`src/rtl/hold_arb_pkg.sv`:
```
package hold_arb_pkg;

    typedef enum logic [1:0] {
        ARB_OWN   = 2'd0,
        ARB_DRAIN = 2'd1,
        ARB_GRANT = 2'd2
    } arb_state_e;

    typedef struct packed {
        logic busy;
        logic done;
        logic more;
        logic pend;
    } acc_stat_t;

    function automatic logic acc_boundary(acc_stat_t s);
        return s.done && !s.more;
    endfunction

    function automatic logic bus_free(acc_stat_t s);
        return !s.busy || acc_boundary(s);
    endfunction

endpackage

```
`src/rtl/hold_sync.sv`:
```
module hold_sync #(
    parameter int STAGES = 2
) (
    input  logic clk,
    input  logic rst,
    input  logic d_i,
    output logic q_o
);
    logic [STAGES-1:0] stg;

    generate
        for (genvar i = 0; i < STAGES; i++) begin : g_stage
            if (i == 0) begin : g_first
                always_ff @(posedge clk) begin
                    if (rst) stg[0] <= 1'b0;
                    else     stg[0] <= d_i;
                end
            end else begin : g_next
                always_ff @(posedge clk) begin
                    if (rst) stg[i] <= 1'b0;
                    else     stg[i] <= stg[i-1];
                end
            end
        end
    endgenerate

    assign q_o = stg[STAGES-1];
endmodule

```
`src/rtl/hold_fsm.sv`:
```
module hold_fsm
    import hold_arb_pkg::*;
(
    input  logic       clk,
    input  logic       rst,
    input  logic       en_i,
    input  logic       req_s_i,
    input  acc_stat_t  stat_i,
    output arb_state_e state_o,
    output arb_state_e next_o
);
    arb_state_e st;

    always_comb begin
        next_o = st;
        if (!en_i) begin
            next_o = ARB_OWN;
        end else begin
            case (st)
                ARB_OWN: begin
                    if (req_s_i)
                        next_o = bus_free(stat_i) ? ARB_GRANT : ARB_DRAIN;
                end
                ARB_DRAIN: begin
                    if (!req_s_i)                  next_o = ARB_OWN;
                    else if (acc_boundary(stat_i)) next_o = ARB_GRANT;
                end
                ARB_GRANT: begin
                    if (!req_s_i) next_o = ARB_OWN;
                end
                default: next_o = ARB_OWN;
            endcase
        end
    end

    always_ff @(posedge clk) begin
        if (rst) st <= ARB_OWN;
        else     st <= next_o;
    end

    assign state_o = st;
endmodule

```
`src/rtl/hold_outs.sv`:
```
module hold_outs
    import hold_arb_pkg::*;
(
    input  logic       clk,
    input  logic       rst,
    input  logic       en_i,
    input  logic       req_s_i,
    input  logic       pend_i,
    input  arb_state_e state_i,
    input  arb_state_e next_i,
    output logic       grant_o,
    output logic       drv_en_o,
    output logic       want_o,
    output logic       start_ok_o
);
    always_ff @(posedge clk) begin
        if (rst) begin
            grant_o  <= 1'b0;
            drv_en_o <= 1'b1;
            want_o   <= 1'b0;
        end else begin
            grant_o  <= (next_i == ARB_GRANT);
            drv_en_o <= (next_i != ARB_GRANT);
            want_o   <= (next_i == ARB_GRANT) && pend_i;
        end
    end

    assign start_ok_o = (state_i == ARB_OWN) && !(en_i && req_s_i);
endmodule

```
`src/rtl/hold_arbiter.sv`:
```
module hold_arbiter
    import hold_arb_pkg::*;
#(
    parameter int SYNC_STAGES = 2
) (
    input  logic clk,
    input  logic rst,
    input  logic arb_en_i,
    input  logic hold_req_i,
    input  logic acc_busy_i,
    input  logic acc_done_i,
    input  logic acc_more_i,
    input  logic acc_pend_i,
    output logic grant_o,
    output logic drv_en_o,
    output logic want_bus_o,
    output logic start_ok_o
);
    logic       req_s;
    acc_stat_t  stat;
    arb_state_e state;
    arb_state_e nxt;

    assign stat = '{busy: acc_busy_i, done: acc_done_i, more: acc_more_i, pend: acc_pend_i};

    hold_sync #(.STAGES(SYNC_STAGES)) u_sync (
        .clk (clk),
        .rst (rst),
        .d_i (hold_req_i),
        .q_o (req_s)
    );

    hold_fsm u_fsm (
        .clk     (clk),
        .rst     (rst),
        .en_i    (arb_en_i),
        .req_s_i (req_s),
        .stat_i  (stat),
        .state_o (state),
        .next_o  (nxt)
    );

    hold_outs u_outs (
        .clk        (clk),
        .rst        (rst),
        .en_i       (arb_en_i),
        .req_s_i    (req_s),
        .pend_i     (acc_pend_i),
        .state_i    (state),
        .next_i     (nxt),
        .grant_o    (grant_o),
        .drv_en_o   (drv_en_o),
        .want_o     (want_bus_o),
        .start_ok_o (start_ok_o)
    );

    AST_OFF_NO_GRANT: assert property (@(posedge clk) disable iff (rst)
        !arb_en_i |=> !grant_o);

    AST_NO_MIDCYCLE: assert property (@(posedge clk) disable iff (rst)
        (!grant_o && acc_busy_i && !(acc_done_i && !acc_more_i)) |=> !grant_o);

    AST_SPLIT_HALF: assert property (@(posedge clk) disable iff (rst)
        (!grant_o && acc_busy_i && acc_done_i && acc_more_i) |=> !grant_o);

    AST_DRV_COMPL: assert property (@(posedge clk) disable iff (rst)
        drv_en_o != grant_o);

    AST_WANT_IN_GRANT: assert property (@(posedge clk) disable iff (rst)
        want_bus_o |-> grant_o);

    AST_START_BLOCKED: assert property (@(posedge clk) disable iff (rst)
        grant_o |-> !start_ok_o);

    AST_STATE_LEGAL: assert property (@(posedge clk) disable iff (rst)
        state != 2'd3);
endmodule

```
`config.mk`:
```
export PLATFORM = sky130hd
export DESIGN_NAME = hold_arbiter
export DESIGN_NICKNAME = d
export VERILOG_FILES = /design/src/rtl/hold_arb_pkg.sv /design/src/rtl/hold_sync.sv /design/src/rtl/hold_fsm.sv /design/src/rtl/hold_outs.sv /design/src/rtl/hold_arbiter.sv
export SDC_FILE = /design/constraint.sdc
export NUM_CORES = 1
export LEC_CHECK = 0
export ABC_AREA = 1
export BUFFER_PORTS_ARGS = -buffer_cell sky130_fd_sc_hd__buf_4
export CAP_MARGIN = 10
export CORE_AREA = 10 10 47 49
export CTS_CLUSTER_DIAMETER = 50
export DETAILED_ROUTE_END_ITERATION = 8
export DIE_AREA = 0 0 57 59
export SLEW_MARGIN = 30
export SYNTH_ARGS = -nofsm -noshare
export SYNTH_HDL_FRONTEND = slang
export SYNTH_HIERARCHICAL = 1
export SYNTH_SLANG_ARGS = --single-unit
```
`constraint.sdc`:
```
create_clock -name clk -period 2.5 [get_ports clk]
set_input_delay 0.375 -clock clk [delete_from_list [all_inputs] [get_ports clk]]
set_output_delay 0.375 -clock clk [all_outputs]
set_load 0.02 [all_outputs]
```
**After elaboration in Yosys (flattened, before gate mapping)**

Index checks and enable logic that the tools add are counted.
W data, S select, Z words.

- Logic and storage cells: 26
- Memories kept: 0
- RAM bits: 0
- Bits in read-only memories: 0
- Input port bits: 8
- Output and inout port bits: 4
- Latch bits: 0
- Register bits after elaboration: 7

- Add/sub/neg operators: 0
- Eq/ne operators: 4
- Order comparisons: 0
- $mul: 0
- Muxes and demuxes: 7
- Shifts and indexed selects: 0
- Reductions and logical operators: 9
- Divide/modulo/power cells: 0
- Bitwise logic cells: 0

Operator list:

| cell | count |
|---|---|
| $mux W2 | 6 |
| $pmux W2 S3 | 1 |
| $eq A2 B2 Y1 const B | 2 |
| $logic_and A1 B1 Y1 | 4 |
| $logic_not A1 Y1 | 3 |
| $eq A2 B1 Y1 const B | 1 |
| $logic_not A2 Y1 | 1 |
| $ne A2 B2 Y1 const B | 1 |
| $logic_or A1 B1 Y1 | 1 |

**Logic depth before layout (Yosys ltp)**

- Word-level depth: 9
- Depth in mapped cells: 10
- Mapped depth without buffers: 10

**Hierarchy**

Netlist, hierarchy kept.

By module, submodules not included:

| module | area an instance (um^2) | seq. area each (um^2) | instances | cells each |
|---|---|---|---|---|
| hold_fsm | 128.9 | 40.0 | 1 | 21 |
| hold_outs | 101.3 | 60.1 | 1 | 13 |
| hold_sync | 55.1 | 40.0 | 1 | 6 |

**Worst setup path before layout**

Ideal clock, no wire load.

- Path kind: input to register
- Start point: in acc_more_i
- End point: reg u_outs.drv_en_o
- Stages on the path: 10
- Arrival: 919 ps
- Path slack: 1,470 ps
- Setup time: 111 ps
- Required time: 2,389 ps
- Buffers on the path: 0
- Cells stage by stage: inv_1 > nand2_1 > nand2_1 > nand2_1 > nand2_1 > nand2_2 > inv_1 > nand2_1 > nor2_2 > inv_2

- Word-level cells in the longest chain between the ends: 8
- Elaborated cells on any way between the ends: 10
- Those cells by class: 1 x eq/ne; 6 x mux; 3 x reduce/logical

Ends and longest elaborated chain:

| element | RTL line | RTL |
|---|---|---|
| start, declared | hold_arbiter.sv:12 | `input logic acc_more_i,` |
| $logic_not A1 Y1 (*) | hold_arb_pkg.sv:17 | `return s.done && !s.more;` |
| $logic_and A1 B1 Y1 (*) | hold_arb_pkg.sv:17 |  |
| $logic_or A1 B1 Y1 | hold_arb_pkg.sv:21 | `return !s.busy \|\| acc_boundary(s);` |
| $mux W2 | hold_fsm.sv:22 | `next_o = bus_free(stat_i) ? ARB_GRANT : ARB_DRAIN;` |
| $mux W2 | hold_fsm.sv:21 | `if (req_s_i)` |
| $pmux W2 S3 (*) | hold_fsm.sv:19 | `case (st)` |
| $mux W2 (*) | hold_fsm.sv:16 | `if (!en_i) begin` |
| via nxt[1] | hold_arbiter.sv:22 | `arb_state_e nxt;` |
| $ne A2 B2 Y1 (*) | hold_outs.sv:23 | `drv_en_o <= (next_i != ARB_GRANT);` |
| end signal, assigned | hold_outs.sv:23 |  |
| end, declared | hold_outs.sv:12 | `output logic drv_en_o,` |

Mark *: on every way through the listed nets, which the timed path passes. The rest lies on a longest branch.
A chain may end at the register's enable or synchronous reset.

**Worst setup path in the final report**

- Start point: reg u_fsm.st[0] (netlist: u_fsm/state_o[0])
- End point: out start_ok_o

- Word-level cells in the longest chain between the ends: 2

Ends and longest elaborated chain:

| element | RTL line | RTL |
|---|---|---|
| start, declared | hold_fsm.sv:12 | `arb_state_e st;` |
| start signal, assigned | hold_fsm.sv:38 | `else st <= next_o;` |
| $logic_not A2 Y1 | hold_outs.sv:28 | `assign start_ok_o = (state_i == ARB_OWN) && !(en_i && req_s_i);` |
| $logic_and A1 B1 Y1 | hold_outs.sv:28 |  |
| end, declared | hold_arbiter.sv:17 | `output logic start_ok_o` |

Every way passes these cells.

==> results.sh <==
export IMPL_clkTransAtPathRegs_ns=0.05
export IMPL_synth_common_cells="nand2_1 (9), dfxtp_1 (7), inv_1 (6)"
export IMPL_numPortBuffers=11
export IMPL_post_cts_buffers=0
export IMPL_synth_top_area_share_pct=49.1
export IMPL_yosys_top_cells_area="dfxtp_1 (49%), nand2_1 (12%), inv_1 (7.9%), nor2_1 (6.6%), nand2_2 (4.4%)"
export IMPL_fillers=172
export IMPL_arrival_ns=0.92
export IMPL_setup_violations=0
export IMPL_leakage_nw=0.209
export IMPL_cp_cell_sequence="nor2_1, nand2_1, inv_1, buf_4"
export IMPL_die_w_um=57
export IMPL_num_vias=276
export IMPL_nNetsFinal=64
export IMPL_drt_initial_drc_count=6
export IMPL_dp_cells=67
export IMPL_slew_violations=0
export IMPL_final_period_utilization_pct=51.8
export IMPL_grt_max_degree=7
export IMPL_whs_ns=0.329
export IMPL_syn_to_final_growth_pct=45.2
export IMPL_grt_pass1_wl_um=1150
export IMPL_cp_max_fo=5
export IMPL_routed_wirelength_um=628
export IMPL_ys_flop_type="dfxtp_1"
export IMPL_dieHeight_um=59
export IMPL_async_flop_share_pct=0
export IMPL_cts_htree_levels=1
export IMPL_synth_cells=40
export IMPL_stdcell_count=71
export IMPL_final_core_util_pct=29.6
export IMPL_hp_class="input port to flip-flop"
export IMPL_grt_total_usage_pct=4.42
export IMPL_pre_cts_slack_ns=1.27
export IMPL_reg2reg_slack_ns=1.40
export IMPL_synth_edf_count=0
export IMPL_yosysTopAreaCell="dfxtp_1"
export IMPL_dpl_hpwl_um=517
export IMPL_critPathLaunchType="flip-flop"
export IMPL_status="completed"
export IMPL_maxSlewHeadroom_pct=86.8
export IMPL_antenna_found_initial=0
export IMPL_fmax_mhz=772
export IMPL_overflow=0
export IMPL_multi_input_comb_area_um2=111
export IMPL_antenna_cells=0
export IMPL_cp_required_ns=2.12
export IMPL_ctsHoldBuffers=0
export IMPL_setup_ws_ns=1.20
export IMPL_finClkSkew_ns=0.00530
export IMPL_cts_sinks=7
export IMPL_syn_cell_area_um2=285
export IMPL_core_area_um2=1400
export IMPL_firstDrtPassIters=4
export IMPL_ant_nets=0
export IMPL_grt_pass1_vias=288
export IMPL_clk_latency_ns=0.25
export IMPL_rows=14
export IMPL_rsz0062_at_grt="no"
export IMPL_worst_setup_path_end_kind="primary output"
export IMPL_viasPerCell=3.89
export IMPL_yosys_warnings=6
export IMPL_critPathKind="flip-flop to primary output"
export IMPL_finalWeightedCongestion=0.708
export IMPL_cts_tree="done"
export IMPL_root_buffer="clkbuf_4"
export IMPL_cts_resized_gates=0
export IMPL_syn_nets=48
export IMPL_hold_viol=0
export IMPL_initial_core_util_pct=20.4
export IMPL_clock_path_buffers=2
export IMPL_pin_count=12
export IMPL_worst_ir_drop_vdd_uv=213
export IMPL_seq_area_um2=140
export IMPL_power_density_nw_per_um2=580
export IMPL_tightest_slew_ns=0.197
export IMPL_critPathBufInv=2
export IMPL_fin_crit_ns=1.30
export IMPL_synth_cell_type_count=12
export IMPL_max_cap_viol_count=0
export IMPL_post_route_drc_count=0
export IMPL_critPathTopFamily="flip-flops"
export IMPL_fin_setup_tns_ns=0
export IMPL_die_area_um2=3360
export IMPL_yosysSeqAreaShare_pct=49.1
export IMPL_layout_drive_gt1_share_pct=38.2
export IMPL_synth_seq_cells=7
export IMPL_slowest_delay_ns=0.39
export IMPL_numCtsBuffers=3
export IMPL_wl_per_cell_um=8.85
export IMPL_avgSynthCellArea_um2=7.13
export IMPL_yosysMostFrequentCell="nand2_1"
export IMPL_slowest_stage="dfxtp_1"
sequential cells by signal, indices dropped and copies added, names as in the netlist:
signal and cells:
u_sync/q_o 1, u_outs/drv_en_o 1, u_sync/stg 1, u_outs/grant_o 1, u_fsm/state_o 2, u_outs/want_o 1
stage by stage:
| step | cell area, um2 | total power, mW |
|---|---|---|
| finish | 414 | 0.240 |
| global route | 414 | 0.256 |
| detailed placement | 388 | 0.141 |
| floorplan | 285 | 0.127 |
| global placement | 388 | 0.141 |
| CTS | 414 | 0.247 |
power breakdown:
group          switching, mW  internal, mW  leakage (nW)
clock network         0.0408        0.0609        0.0150
logic                 0.0112        0.0121         0.137
registers            0.00122         0.114        0.0569
path summary, 6_finish.rpt:
check                                 startpoint                to  cells past startpoint
worst max-delay path            u_fsm/state_o[0]        start_ok_o                      4
worst min-delay path                         rst  u_fsm/state_o[1]                      2
worst min register to register     u_sync/stg[0]        u_sync/q_o                      2
worst max register to register  u_fsm/state_o[1]   u_outs/drv_en_o                     10
cells in the final DEF (no fill, tap or decap):
cell type	instances
nand2_1	9
nor3_1	1
clkbuf_4	3
nor4_1	1
inv_2	3
buf_4	11
o21ai_1	1
inv_1	6
nor2_1	5
a21boi_1	1
clkbuf_1	1
nand2_2	2
nand3_1	2
nor2_2	2
dfxtp_1	7
cell type report:
cell class	instances	area share [%]
clock buffers	4	6.34
flip-flops and latches	7	33.8
repair buffers	11	19.9
well taps	16	4.83
inverters	9	8.16
multi-input cells	24	26.9
per-layer routing:
layer | track usage (%) | wire length (um)
met5 | 0 | 0
met4 | 5.03 | 4
met3 | 2.15 | 63
met2 | 5.89 | 253
met1 | 4.67 | 306
kinds of logic (layout without fill, tap and decap cells):
family / Yosys count / after routing / synth area share [%]
AO/OA/AOI/OAI: 2 / 2 / 4.39
AND/OR/NAND/NOR: 22 / 22 / 34.6
flip-flops: 7 / 7 / 49.1
buffers and inverters: 9 / 24 / 11.8
(Power assumes the default switching activity.)
